$ cat src/rtl/sd_cmd_pkg.sv
package sd_cmd_pkg;

  localparam int CMD_W   = 16;
  localparam int IDX_W   = 6;
  localparam int STAT_W  = 16;
  localparam int SHORT_LEN = 4;
  localparam int LONG_LEN  = 16;

  // status bit positions
  localparam int ST_END  = 0;
  localparam int ST_STOP = 2;
  localparam int ST_TMO  = 7;
  localparam int ST_OCR  = 12;
  localparam int ST_CERR = 14;

  localparam logic [IDX_W-1:0] STOP_IDX = 6'd12;
  localparam logic [1:0]       KIND_DATA = 2'd3;

  localparam logic [31:0] CARD_ERR_MASK = 32'hFDF9_0000;
  localparam logic [31:0] AKE_ERR_BIT   = 32'h0000_0008;
  localparam logic [15:0] RCA_ERR_MASK  = 16'hE008;

  typedef enum logic [1:0] {
    SEL_CMD    = 2'd0,
    SEL_ARG_LO = 2'd1,
    SEL_ARG_HI = 2'd2,
    SEL_NONE   = 2'd3
  } reg_sel_e;

  typedef enum logic [2:0] {
    RK_NONE,
    RK_SHORT,
    RK_SHORT_BUSY,
    RK_LONG,
    RK_OCR,
    RK_RCA
  } rsp_kind_e;

  typedef struct packed {
    logic [IDX_W-1:0] idx;
    logic             init;
    rsp_kind_e        kind;
    logic [1:0]       ckind;
    logic             dir;
  } cmd_fields_t;

endpackage

$ cat src/rtl/sd_cmd_decode.sv
module sd_cmd_decode
  import sd_cmd_pkg::*;
(
  input  logic [CMD_W-1:0] word_i,
  output cmd_fields_t      fields_o,
  output logic             skip_bus_o
);
  logic [2:0] rtype;
  logic       busy;
  logic       unused_bits;

  assign rtype       = word_i[10:8];
  assign busy        = word_i[11];
  assign unused_bits = ^{word_i[14], word_i[6]};

  always_comb begin
    fields_o.idx   = word_i[5:0];
    fields_o.init  = word_i[7];
    fields_o.ckind = word_i[13:12];
    fields_o.dir   = word_i[15];
    unique case (rtype)
      3'd1:    fields_o.kind = busy ? RK_SHORT_BUSY : RK_SHORT;
      3'd2:    fields_o.kind = RK_LONG;
      3'd3:    fields_o.kind = RK_OCR;
      3'd6:    fields_o.kind = RK_RCA;
      default: fields_o.kind = RK_NONE;
    endcase
  end

  assign skip_bus_o = word_i[7] && (word_i[5:0] == '0);

endmodule

$ cat src/rtl/sd_rsp_check.sv
module sd_rsp_check
  import sd_cmd_pkg::*;
#(
  parameter int RSP_BYTES = 16,
  localparam int LEN_W = $clog2(RSP_BYTES + 1)
) (
  input  rsp_kind_e            kind_i,
  input  logic [IDX_W-1:0]     idx_i,
  input  logic                 ake_en_i,
  input  logic [LEN_W-1:0]     len_i,
  input  logic [8*RSP_BYTES-1:0] data_i,
  output logic [STAT_W-1:0]    set_o,
  output logic                 load_o
);
  logic        is_short, is_long, tmo;
  logic [31:0] card_word, err_mask;
  logic [15:0] rca_word;

  assign card_word = {data_i[7:0], data_i[15:8], data_i[23:16], data_i[31:24]};
  assign rca_word  = {data_i[23:16], data_i[31:24]};
  assign err_mask  = CARD_ERR_MASK | (ake_en_i ? AKE_ERR_BIT : 32'h0);

  assign is_short = (kind_i == RK_SHORT) || (kind_i == RK_SHORT_BUSY) ||
                    (kind_i == RK_OCR)   || (kind_i == RK_RCA);
  assign is_long  = (kind_i == RK_LONG);

  always_comb begin
    tmo = 1'b0;
    if (is_long  && (len_i < LEN_W'(LONG_LEN)))  tmo = 1'b1;
    if (is_short && (len_i < LEN_W'(SHORT_LEN))) tmo = 1'b1;
  end

  assign load_o = (is_short || is_long) && !tmo;

  always_comb begin
    set_o = '0;
    if (tmo) begin
      set_o[ST_TMO] = 1'b1;
    end else begin
      set_o[ST_END]  = 1'b1;
      set_o[ST_STOP] = (idx_i == STOP_IDX);
      unique case (kind_i)
        RK_SHORT, RK_SHORT_BUSY: set_o[ST_CERR] = |(card_word & err_mask);
        RK_RCA:                  set_o[ST_CERR] = |(rca_word & RCA_ERR_MASK);
        RK_OCR:                  set_o[ST_OCR]  = !card_word[31];
        default: ;
      endcase
    end
  end

endmodule

$ cat src/rtl/sd_rsp_bank.sv
module sd_rsp_bank #(
  parameter int RSP_BYTES = 16,
  parameter int WORD_W    = 16,
  localparam int NUM_WORDS = RSP_BYTES * 8 / WORD_W,
  localparam int BPW       = WORD_W / 8
) (
  input  logic                         clk_i,
  input  logic                         rst_ni,
  input  logic                         clr_i,
  input  logic                         load_i,
  input  logic [8*RSP_BYTES-1:0]       img_i,
  output logic [NUM_WORDS*WORD_W-1:0]  words_o
);
  for (genvar k = 0; k < NUM_WORDS; k++) begin : g_word
    logic [WORD_W-1:0] nxt, q;
    // earliest byte of the pair lands in the top byte
    for (genvar b = 0; b < BPW; b++) begin : g_byte
      assign nxt[WORD_W-1-8*b -: 8] = img_i[8*(BPW*(NUM_WORDS-1-k)+b) +: 8];
    end
    always_ff @(posedge clk_i or negedge rst_ni) begin
      if (!rst_ni)      q <= '0;
      else if (clr_i)   q <= '0;
      else if (load_i)  q <= nxt;
    end
    assign words_o[k*WORD_W +: WORD_W] = q;
  end


  words_clear_chk: assert property (@(posedge clk_i) disable iff (!rst_ni)
    clr_i |=> (words_o == '0));

endmodule

$ cat src/rtl/sd_cmd_issue.sv
module sd_cmd_issue
  import sd_cmd_pkg::*;
#(
  parameter int RSP_BYTES = 16,
  parameter int WORD_W    = 16,
  localparam int NUM_WORDS = RSP_BYTES * 8 / WORD_W,
  localparam int LEN_W     = $clog2(RSP_BYTES + 1),
  localparam int ARG_W     = 2 * WORD_W
) (
  input  logic                        clk_i,
  input  logic                        rst_ni,
  input  logic                        enable_i,
  input  logic                        ake_en_i,
  input  logic                        reg_we_i,
  input  logic [1:0]                  reg_sel_i,
  input  logic [WORD_W-1:0]           reg_wdata_i,
  output logic                        cmd_valid_o,
  output logic [IDX_W-1:0]            cmd_index_o,
  output logic [ARG_W-1:0]            cmd_arg_o,
  input  logic                        rsp_valid_i,
  input  logic [LEN_W-1:0]            rsp_len_i,
  input  logic [8*RSP_BYTES-1:0]      rsp_data_i,
  output logic [STAT_W-1:0]           status_o,
  output logic [NUM_WORDS*WORD_W-1:0] rsp_words_o,
  output logic                        xfer_active_o,
  output logic                        xfer_dir_o,
  output logic                        buf_flush_o
);
  cmd_fields_t        dec;
  logic               skip_bus;
  logic               acc, launch, eval;
  logic               waiting_q;
  rsp_kind_e          kind_q;
  logic [IDX_W-1:0]   idx_q;
  logic [ARG_W-1:0]   arg_q;
  logic [STAT_W-1:0]  set_bits;
  logic               load_ok;

  sd_cmd_decode u_dec (
    .word_i     (reg_wdata_i[CMD_W-1:0]),
    .fields_o   (dec),
    .skip_bus_o (skip_bus)
  );

  assign acc    = reg_we_i && (reg_sel_i == SEL_CMD) && enable_i && !waiting_q;
  assign launch = acc && !skip_bus;
  assign eval   = waiting_q && rsp_valid_i;

  always_ff @(posedge clk_i or negedge rst_ni) begin
    if (!rst_ni) begin
      arg_q <= '0;
    end else if (reg_we_i && (reg_sel_i == SEL_ARG_LO)) begin
      arg_q[WORD_W-1:0] <= reg_wdata_i;
    end else if (reg_we_i && (reg_sel_i == SEL_ARG_HI)) begin
      arg_q[ARG_W-1:WORD_W] <= reg_wdata_i;
    end
  end

  always_ff @(posedge clk_i or negedge rst_ni) begin
    if (!rst_ni) begin
      waiting_q     <= 1'b0;
      cmd_valid_o   <= 1'b0;
      cmd_index_o   <= '0;
      cmd_arg_o     <= '0;
      kind_q        <= RK_NONE;
      idx_q         <= '0;
      buf_flush_o   <= 1'b0;
      xfer_active_o <= 1'b0;
      xfer_dir_o    <= 1'b0;
    end else begin
      cmd_valid_o <= launch;
      buf_flush_o <= launch && (dec.ckind == KIND_DATA);
      if (launch) begin
        waiting_q   <= 1'b1;
        cmd_index_o <= dec.idx;
        cmd_arg_o   <= arg_q;
        kind_q      <= dec.kind;
        idx_q       <= dec.idx;
        if (dec.ckind == KIND_DATA) begin
          xfer_active_o <= 1'b1;
          xfer_dir_o    <= dec.dir;
        end else begin
          xfer_active_o <= 1'b0;
        end
      end else if (eval) begin
        waiting_q <= 1'b0;
      end
    end
  end

  sd_rsp_check #(.RSP_BYTES(RSP_BYTES)) u_chk (
    .kind_i   (kind_q),
    .idx_i    (idx_q),
    .ake_en_i (ake_en_i),
    .len_i    (rsp_len_i),
    .data_i   (rsp_data_i),
    .set_o    (set_bits),
    .load_o   (load_ok)
  );

  always_ff @(posedge clk_i or negedge rst_ni) begin
    if (!rst_ni)   status_o <= '0;
    else if (acc)  status_o <= skip_bus ? STAT_W'(1) << ST_END : '0;
    else if (eval) status_o <= status_o | set_bits;
  end

  sd_rsp_bank #(.RSP_BYTES(RSP_BYTES), .WORD_W(WORD_W)) u_bank (
    .clk_i   (clk_i),
    .rst_ni  (rst_ni),
    .clr_i   (acc),
    .load_i  (eval && load_ok),
    .img_i   (rsp_data_i),
    .words_o (rsp_words_o)
  );


  cmd_ignored_chk: assert property (@(posedge clk_i) disable iff (!rst_ni)
    (reg_we_i && (reg_sel_i == SEL_CMD) && (!enable_i || waiting_q)) |=> !cmd_valid_o);

  launch_pulse_chk: assert property (@(posedge clk_i) disable iff (!rst_ni)
    cmd_valid_o |=> !cmd_valid_o);

  end_tmo_excl_chk: assert property (@(posedge clk_i) disable iff (!rst_ni)
    !(status_o[ST_TMO] && status_o[ST_END]));

  stop_with_end_chk: assert property (@(posedge clk_i) disable iff (!rst_ni)
    status_o[ST_STOP] |-> status_o[ST_END]);

  flush_xfer_chk: assert property (@(posedge clk_i) disable iff (!rst_ni)
    buf_flush_o |-> xfer_active_o);

  init_skip_chk: assert property (@(posedge clk_i) disable iff (!rst_ni)
    (acc && skip_bus) |=> (!cmd_valid_o && !waiting_q && status_o == STAT_W'(1)));

  arg_hi_keep_chk: assert property (@(posedge clk_i) disable iff (!rst_ni)
    (reg_we_i && reg_sel_i == SEL_ARG_HI) |=> (arg_q[WORD_W-1:0] == $past(arg_q[WORD_W-1:0])));

  status_bits_chk: assert property (@(posedge clk_i) disable iff (!rst_ni)
    (status_o & ~16'h5085) == '0);

endmodule

$ cat config.mk
export PLATFORM = sky130hd
export DESIGN_NAME = sd_cmd_issue
export DESIGN_NICKNAME = d
export VERILOG_FILES = /design/src/rtl/sd_cmd_pkg.sv /design/src/rtl/sd_cmd_decode.sv /design/src/rtl/sd_rsp_check.sv /design/src/rtl/sd_rsp_bank.sv /design/src/rtl/sd_cmd_issue.sv
export SDC_FILE = /design/constraint.sdc
export NUM_CORES = 1
export LEC_CHECK = 0
export BUFFER_PORTS_ARGS = -buffer_cell sky130_fd_sc_hd__buf_2
export CAP_MARGIN = 20
export CORE_MARGIN = 2
export CORE_UTILIZATION = 53
export CTS_BUF_LIST = sky130_fd_sc_hd__clkbuf_16
export DETAILED_ROUTE_END_ITERATION = 7
export GPL_TIMING_DRIVEN = 0
export HOLD_SLACK_MARGIN = 0.03
export PLACE_DENSITY = 0.95
export SLEW_MARGIN = 40
export SYNTH_ARGS = -nofsm -noshare
export SYNTH_HDL_FRONTEND = slang
export SYNTH_SLANG_ARGS = --single-unit
$ cat constraint.sdc
create_clock -name clk_i -period 4.1 [get_ports clk_i]
set_input_delay 0.205 -clock clk_i [delete_from_list [all_inputs] [get_ports clk_i]]
set_output_delay 0.205 -clock clk_i [all_outputs]
set_load 0.05 [all_outputs]
After elaboration in Yosys (flattened, before gate mapping)
Cells that the tools add are included.

Logic and storage cells: 102. Output and inout port bits: 186. Register bits: 222.

Order comparisons: 2. Muxes and demuxes: 34. Bitwise gates (word level): 3. Equality and inequality tests: 13. Reductions and logical operators: 31.

Operator list (number): two-way mux 16 bit (18); bitwise AND 32 bit (1); OR reduction 32 bit (1); OR 16 x 15 -> 16 bit (1); logical AND 1 bit (13); equality test 3 x 2 -> 1 bit, second input constant (4); two-way mux 1 bit (12); case mux 3 bit (4 select lines) (1); equality test 3 bit, second input constant (3); equality test 3 x 1 -> 1 bit, second input constant (2); equality test 6 x 4 -> 1 bit, second input constant (1); zero test 6 bit (1); nonzero test 2 bit (3); < comparator 5 x 3 -> 1 bit, second input constant (1); < comparator 5 bit, second input constant (1); equality test 2 bit, second input constant (2); zero test 1 bit (4); logical OR 1 bit (4); two-way mux 4 bit (1); AND reduction 2 bit (2); OR reduction 4 bit (1); equality test 2 x 1 -> 1 bit, second input constant (1); zero test 2 bit (1); two-way mux 2 bit (1); other kinds (3) (3).

Logic depth before layout (Yosys ltp)
Gate-level depths: netlist of the first run.

Depth in word-level cells: 11. Depth in mapped cells: 7. Depth with buffers taken out: 5.

Cells and area by module
From an unflattened synthesis of the first run, not the netlist that was laid out.

Cell total of the unflattened synthesis: 694. Area, all modules: 9221.3 um^2.

By module, submodules not included: sd_rsp_bank (cells each 412, instances 1, area an instance 5292.6 um^2); sd_cmd_issue (cells each 223, instances 1, area an instance 3508.4 um^2); sd_rsp_check (cells each 40, instances 1, area an instance 275.3 um^2); sd_cmd_decode (cells each 19, instances 1, area an instance 145.1 um^2).

Worst setup path after synthesis of the first run
No wires, ideal clock.

Kind: input port to flip-flop. Start point: input port reg_wdata_i[2]. End point: register cmd_arg_o[26]. Cell stages on the path: 6. Setup slack: 2.288 ns. Data arrival time: 1.684 ns. Path buffers: 2. Library setup time: 0.128 ns. Required time: 3.972 ns. Cell sequence: or4b_1 -> nor4_2 -> nand2b_1 -> buf_6 -> buf_8 -> mux2_1.

Longest elaborated chain between the ends: 4.

Ends and longest elaborated chain: start, declared (line sd_cmd_issue.sv:16) `input logic [WORD_W-1:0] reg_wdata_i,`; zero test 6 bit (line sd_cmd_decode.sv:30) `assign skip_bus_o = word_i[7] && (word_i[5:0] == '0);`; logical AND 1 bit (line sd_cmd_decode.sv:30); zero test 1 bit (line sd_cmd_issue.sv:46) `assign launch = acc && !skip_bus;`; logical AND 1 bit (line sd_cmd_issue.sv:46); end signal, assigned (line sd_cmd_issue.sv:76) `cmd_arg_o <= arg_q;`; end, declared (line sd_cmd_issue.sv:19) `output logic [ARG_W-1:0] cmd_arg_o,`.

No other way between the ends. A chain may end at the register's enable or synchronous reset.

Worst setup path in the final report of the first run
Start point: register waiting_q. End point: register u_bank.g_word[0].q[5].

Longest elaborated chain between the ends: 3.

Ends and longest elaborated chain: start, declared (line sd_cmd_issue.sv:32) `logic waiting_q;`; start signal, assigned (line sd_cmd_issue.sv:61) `waiting_q <= 1'b0;`; start signal, assigned (line sd_cmd_issue.sv:74) `waiting_q <= 1'b1;`; start signal, assigned (line sd_cmd_issue.sv:86) `waiting_q <= 1'b0;`; zero test 1 bit / logical AND 1 bit (equally long branches) (line sd_cmd_issue.sv:45, sd_cmd_issue.sv:47); logical AND 1 bit (on tied branches) (line sd_cmd_issue.sv:45, sd_cmd_issue.sv:111); two-way mux 16 bit / nonzero test 2 bit (equally long branches); end signal, assigned (line sd_rsp_bank.sv:23) `else if (load_i) q <= nxt;`; end, declared (line sd_rsp_bank.sv:15) `logic [WORD_W-1:0] nxt, q;`.

Several ways; a longest one is shown, not always the timed one.

==> results of run 1 <==
[power by group through the flow]
stage / logic, mW / clock network, mW / registers [mW]
6_report: 3.30 / 2.05 / 2.96
5_1_grt: 3.42 / 2.15 / 3.00
4_1_cts: 3.21 / 2.05 / 2.90
3_5_place_dp: 3.08 / 0 / 2.92
3_3_place_gp: 3.00 / 0 / 2.89
2_1_floorplan: 0.630 / 0 / 4.52
[synthesized netlist by cell type (3+ instances only)]
library cell  instances  area share [%]
dfrtp_1             211              58
nand2_1             133             5.5
inv_1               131             5.4
mux2i_1             128              14
mux2_2               39             4.8
mux2_4               27             4.5
clkbuf_1             17            0.70
buf_4                13             1.1
buf_2                12            0.66
a21oi_1               7            0.38
mux2_1                6            0.74
o21ai_0               6            0.33
nor3_1                5            0.27
nand3b_1              4            0.33
nor2_1                4            0.16
nor4_1                3            0.21
[through the flow]
stage | instances | util, % | setup TNS (ps)
global route | 1520 | 79.6 | 0
detailed placement | 1336 | 66.6 | 0
floorplan | 785 | - | 0
global placement | 1334 | 66.2 | -130760
finish | 1521 | 79.6 | 0
CTS | 1520 | 79.6 | 0
[timing repair]
action,in CTS,in global routing
buffers inserted,0,0
hold buffers,143,0
hold endpoints to repair,222,0
[path summary, 6_finish.rpt]
check                                from                     end  slack [ps]  cells past startpoint
setup / recovery                waiting_q   u_bank.g_word[0].q[5]        1580                      6
hold / removal             rsp_data_i[23]  u_bank.g_word[6].q[15]          50                      3
setup reg to reg                waiting_q   u_bank.g_word[0].q[5]        1580                      6
hold reg to reg             xfer_active_o           xfer_active_o         480                      1
max in group asynchronous          rst_ni   u_bank.g_word[0].q[0]        3090                      3
min in group asynchronous          rst_ni               arg_q[23]         250                      2
[state kept, by name (all words and copies together) (netlist names)]
| name | flops |
|---|---|
| arg_q | 32 |
| buf_flush_o | 1 |
| cmd_arg_o | 32 |
| cmd_valid_o | 1 |
| idx_q | 6 |
| kind_q | 3 |
| status_o | 5 |
| u_bank.g_word.q | 128 |
| waiting_q | 1 |
| xfer_active_o | 1 |
| xfer_dir_o | 1 |
[worst max-delay path, stage by stage (launching register included)]
cell	delay [ps]
dfrtp_1	430
nor2_1	100
nand3_1	250
clkbuf_1	700
clkbuf_1	460
nand2_1	150
mux2i_1	300
[metal layers]
layer / vias up / wire [um] / share of wire [%]
met5: - / 0 / 0
li1: 3467 / - / -
met2: 534 / 16500 / 51
met4: 0 / 1910 / 5.9
met3: 159 / 2630 / 8.1
met1: 4096 / 11400 / 35
[cell type report]
cell class                 instances  area (sq um)
buffer                            46           288
antenna                            1          2.50
clock inverter                    18           160
sequential                       211          5280
clock buffer                      23           576
multi-input combinational        396          3070
inverter                         132           503
tap                              220           275
fill                             821          3410
timing repair buffer             474          3140
[logic make-up (layout without fill, tap and decap cells)]
group           after synthesis  after routing  share of synthesized area (%)
flops                       211            211                           58.0
mux                         200            200                           24.1
buf+inv                     178            693                           8.69
simple gates                162            162                           7.56
compound gates               21             21                           1.40
xor+xnor                      2              2                          0.193
other cells                   1             12                         0.0412
==> run summary, run 1 <==
fraction of met1 tracks used by global routing - 40.1%
Global Route met3 Usage - 8.30%
most common cell after layout, fill and taps aside - buf_2
P per Cell Area - 625 mW/mm^2
via count - 8256
pins over their slew limit - 0
number of max-cap violations - 0
maximum achievable frequency - 0.397 GHz
via count of the first global-routing pass - 9012
global route total overflow - 0
post-synthesis average cell area - 11.7 sq um
worst-case clock buffer depth - 3
Die Height - 135 um
DRT iter0 DRCs - 589
Clock power frac - 24.6%
total number of H-tree levels - 1
DIE WIDTH - 135 um
Pre-Repair DR Iteration Count - 5
remaining max-slew budget at the tightest pin - 41.9%
Finished Cell Area - 0.0133 sq mm
clock tree from TritonCTS - yes
Yosys reg bits - 211
area grow syn2layout - 46.1%
met2 track demand over resource - 62.1%
vias per cell - 5.43
run status - finished, final reports clean
Port Buffer Count - 329
leakage power total - 8.12 nW
share of the clock period used by the worst path - 61.5%
CP arrival - 2890 ps
final hold slack - 54.2 ps
maximum vdd ir drop - 0.000832 V
Ys Warns - 0
row count - 47
sequential share of power - 35.7%
Starting Density - 54.5%
register area share after synthesis - 58.0%
total clock buffers created by CTS - 23
switching part of the total - 43.7%
Worst-Skew Late Latency - 490 ps
Post-synth ARST share - 100%
post-detailed-route DRC marker count - 0
area of the core - 0.0167 sq mm
flip-flop cell with the highest count after synthesis - dfrtp_1
overall power consumption - 8.31 mW
number of antenna violations at the first check in global routing - 1
number of instances in the synthesized netlist - 775
Worst Path Required - 4470 ps
Setup WS post-layout - 1580 ps
commonest non-fill, non-tap cells in the layout - buf_2, dfrtp_1, dlygate4sd3_1
total track usage - 35.4%
endpoint class of the critical path - flip-flop
post-cts sizing count - 0
HPWL after detailed placement - 17800 um
routability congestion estimate from global placement - 0.843
wire per inst - 21.3 um
worst-path fanout max - 10
ratio of cells with drive above 1 in the final layout - 35.5%
final WL - 32400 um
part of the power in combinational logic - 39.7%
full die area - 0.0182 sq mm
Setup violations, final - 0
Least-Margin Pin Slew - 872 ps
Final Skew - 10.2 ps
final hold viol count - 0
Top-Level Pins - 343
Yosys cell types - 41
largest net degree at the start of global routing - 78
worst-case setup slack after placement - 1800 ps
unrepaired setup endpoints after global routing - no
post-layout net count - 1441
cell area reported after detailed placement - 0.0111 sq mm
final critical path time including I/O delays and setup - 2520 ps
number of synthesized flops with an enable pin - 0
first-pass GRT wire length - 49500 um
Psw - 3.63 mW
Clock Tree Root - clkbuf_16
clock slew seen by the registers of the worst setup and hold paths - 60 ps
Int Power - 4.68 mW
startpoint class of the critical path - flip-flop
mapped cell area - 0.00910 sq mm
clock sink count - 211
Most Used Layer, Global Route - met2
residual antenna-violating net count after detailed routing - 0
min-delay worst type - primary input to flip-flop
Worst Setup Path Type - flip-flop to flip-flop
(Power assumes the default switching activity.)
==> run 2: changes to the inputs <==
Settings changed: ABC_AREA from default to 1, CORE_UTILIZATION 53 to 49, PLACE_DENSITY 0.95 to 0.9.
Clock period 4.1 ns to 2.59 ns, I/O delays scaled along.
==> run 2 against run 1 <==
Compared with the run above:
- worst setup slack got worse by 980 ps
- global-route usage increased by 0.34 points
- clock power increased by 62%
- clock skew decreased by 1.1 ps
- sequential share of layout area decreased by 0.10 points
- cell count increased by 12%
- critical endpoint is now u_bank.g_word[7].q[12]
- largest cell class unchanged
==> run summary, run 2 <==
register name with the most flops - u_bank.g_word.q
first-pass GRT wire length - 54800 um (+11%)
overall power consumption - 14.5 mW (+74%)
Clock Tree Root - clkbuf_16
critical path startpoint - waiting_q
Yosys reg bits - 211 (unchanged)
share of the clock period used by the worst path - 77.0% (+16 points)
dominant combinational cell family by area after synthesis - simple AND/OR/NAND/NOR gates
total number of H-tree levels - 1 (unchanged)
clock tree from TritonCTS - yes
area of the core - 0.0180 sq mm (+7.9%)
clock sink count - 211 (unchanged)
top flop regs - u_bank.g_word.q: 128 flops, arg_q: 32 flops, cmd_arg_o: 32 flops
via count of the first global-routing pass - 9663 (+7.2%)
maximum achievable frequency - 0.501 GHz (+26%)
synthesized-area fraction occupied by adder cells - 0% (unchanged)
global route total overflow - 0 (unchanged)
post-layout net count - 1619 (+12%)
mapped cell area - 0.00903 sq mm (-0.76%)
Clock power frac - 23.0% (-1.6 points)
total track usage - 35.7% (+0.34 points)
startpoint class of the critical path - flip-flop
vias per cell - 5.49 (+1.1%)
DIE WIDTH - 140 um (+3.5%)
Port Buffer Count - 329 (unchanged)
Worst Path Required - 3020 ps (-1450 ps)
Pre-Repair DR Iteration Count - 5 (unchanged)
routability congestion estimate from global placement - 0.911 (+8.1%)
final total negative setup slack - 0 ps (unchanged)
Starting Density - 50.1% (-4.4 points)
row count - 49 (+4.3%)
remaining max-slew budget at the tightest pin - 60.9% (+19 points)
compound-gate portion of the synthesized area - 15.1% (+14 points)
capture point of the worst reg-to-reg path - u_bank.g_word[7].q[12]
Psw - 6.82 mW (+88%)
Yosys cell types - 27 (-34%)
post-CTS setup-driven buffer insertion count - 0 (unchanged)
clock slew seen by the registers of the worst setup and hold paths - 70 ps (about the same)
area grow syn2layout - 47.6%
maximum vdd ir drop - 0.00119 V (+44%)
pins over their slew limit - 0 (unchanged)
most frequently used cell type in the post-synthesis netlist - nand2_1
reg2reg start - waiting_q
worst-case clock buffer depth - 3 (unchanged)
total clock buffers created by CTS - 23 (unchanged)
Worst-Skew Late Latency - 500 ps (about the same)
top cells by area, synth - dfrtp_1, nand2_1, o21ai_2
part of the power in combinational logic - 43.4% (+3.7 points)
number of synthesized flops with an enable pin - 0 (unchanged)
leakage power total - 7.33 nW (-9.8%)
fill cell total of the finished layout - 1025 (+25%)
via count - 9386 (+14%)
Top-Level Pins - 343 (unchanged)
post-detailed-route DRC marker count - 0 (unchanged)
Post-synth ARST share - 100% (unchanged)
synthesized-area fraction occupied by and/or/nand/nor cells - 19.4% (+12 points)
Final Skew - 9.08 ps (-1.14 ps)
area of the multi-input gates - 0.00316 sq mm (+3.1%)
endpoint class of the critical path - flip-flop
largest net degree at the start of global routing - 78 (unchanged)
commonest non-fill, non-tap cells in the layout - nand2_1, buf_2, dfrtp_1
DRT iter0 DRCs - 793 (+35%)
Die Height - 140 um (+3.5%)
cell taking the most area after synthesis - dfrtp_1
worst-path fanout max - 10 (unchanged)
reg2reg setup slack - 600 ps (-980 ps)
Critical Path End - u_bank.g_word[7].q[12]
sequential share of power - 33.7% (-2.0 points)
worst-case setup slack after placement - 736 ps (-1060 ps)
flip-flop cell with the highest count after synthesis - dfrtp_1
number of cells traversed by the worst hold path - 4 (+1)
length in cells of the worst reg-to-reg path - 6 (unchanged)
post-synthesis average cell area - 9.54 sq um (-19%)
max reg flops - 128 (unchanged)
number of antenna violations at the first check in global routing - 1 (unchanged)
residual antenna-violating net count after detailed routing - 0 (unchanged)
Setup WS post-layout - 595 ps (-984 ps)
Int Power - 7.64 mW (+63%)
leading cell types by count after synthesis - nand2_1, dfrtp_1, o21ai_2
Setup violations, final - 0 (unchanged)
final hold viol count - 0 (unchanged)
Least-Margin Pin Slew - 587 ps (-285 ps)
Worst Setup Path Type - flip-flop to flip-flop
CP arrival - 2420 ps (-470 ps)
final critical path time including I/O delays and setup - 1990 ps (-526 ps)
run status - finished, final reports clean
wire per inst - 20.5 um (-3.9%)
final hold slack - 72.5 ps (+18.4 ps)
full die area - 0.0195 sq mm (+7.1%)
unrepaired setup endpoints after global routing - no
number of max-cap violations - 0 (unchanged)
switching part of the total - 47.1% (+3.5 points)
min-delay worst type - primary input to flip-flop
multiplexer fraction of the synthesized cell area - 0% (-24 points)
post-synth top area share - 58.5% (+0.44 points)
HPWL after detailed placement - 20600 um (+16%)
Reg area - 0.00528 sq mm (unchanged)
number of instances in the synthesized netlist - 947 (+22%)
P per Cell Area - 1080 mW/mm^2 (+74%)
post-synthesis share of cell area spent on xor and xnor gates - 0% (-0.19 points)
Ys Warns - 0 (unchanged)
most common cell after layout, fill and taps aside - nand2_1
final WL - 35100 um (+8.1%)
ratio of cells with drive above 1 in the final layout - 36.7% (+1.3 points)
register area share after synthesis - 58.5% (+0.44 points)
run 2: changes by cell type after synthesis, sizes merged, moves of 17 or more:
cell   previous run  this run
buf              29        46
inv             132        32
mux2             72         0
mux2i           128         0
nand2           133       426
o21ai             6       173
run 2: power groups by stage:
stage               combinational (mW)  sequential (mW)  clock, mW
floorplan                         1.28             7.79          0
global placement                  5.76             4.77          0
detailed placement                5.88             4.79          0
CTS                               6.09             4.76       3.30
global route                      6.54             4.93       3.48
finish                            6.27             4.87       3.32
run 2: how the worst min path moves through the flow:
stage,slack (ps),endpoint,start
6_report,70,arg_q[1],reg_sel_i[0]
5_1_grt,90,arg_q[1],reg_we_i
3_5_place_dp,7,cmd_arg_o[0],rst_ni
3_3_place_gp,330,waiting_q,rsp_valid_i
4_1_cts,30,status_o[12],rsp_len_i[3]
2_1_floorplan,-170,arg_q[0],rst_ni
run 2: cell families (layout without fill, tap and decap cells):
group / count (synthesis) / after routing
buf+inv: 99 / 620
compound gates: 180 / 180
simple gates: 456 / 456
other cells: 1 / 14
flops: 211 / 211
run 2: repair_timing:
action | in CTS | in global routing
resized for setup | 0 | 0
endpoints found under the hold margin | 303 | 0
hold buffers | 148 | 0
endpoints found under the setup margin | 0 | 0
run 2: stage by stage:
| step | instances | util (%) | instance area (sq um) |
|---|---|---|---|
| after CTS | 1707 | 73.9 | 13300 |
| final | 1710 | 74.0 | 13300 |
| after floorplan | 957 | - | 9070 |
| after global routing | 1708 | 73.9 | 13300 |
| after detailed placement | 1518 | 61.6 | 11100 |
| after global placement | 1515 | 61.0 | 11000 |
run 2: metal layers:
metal | vias up | wire, um | global-route usage [%]
li1 | 4011 | - | -
met1 | 4485 | 12200 | 41.8
met2 | 706 | 17300 | 60.4
met3 | 184 | 3380 | 9.77
met4 | 0 | 2180 | 18.6
met5 | - | 0 | 0
run 2: area by class of cell:
cell class,count,area share [%]
buffer,67,3.81
sequential,211,39.6
antenna,3,0.0563
tap,229,2.15
inverter,32,0.901
clock inverter,18,1.28
multi-input combinational,647,23.7
timing repair buffer,480,24.2
clock buffer,23,4.32
run 2: critical path: stages, from the launching register on:
cell and delay, ps:
dfrtp_1 380, nor2_1 70, nand4_2 210, buf_2 350
clkbuf_1 500, nand2_1 210, o21ai_2 200
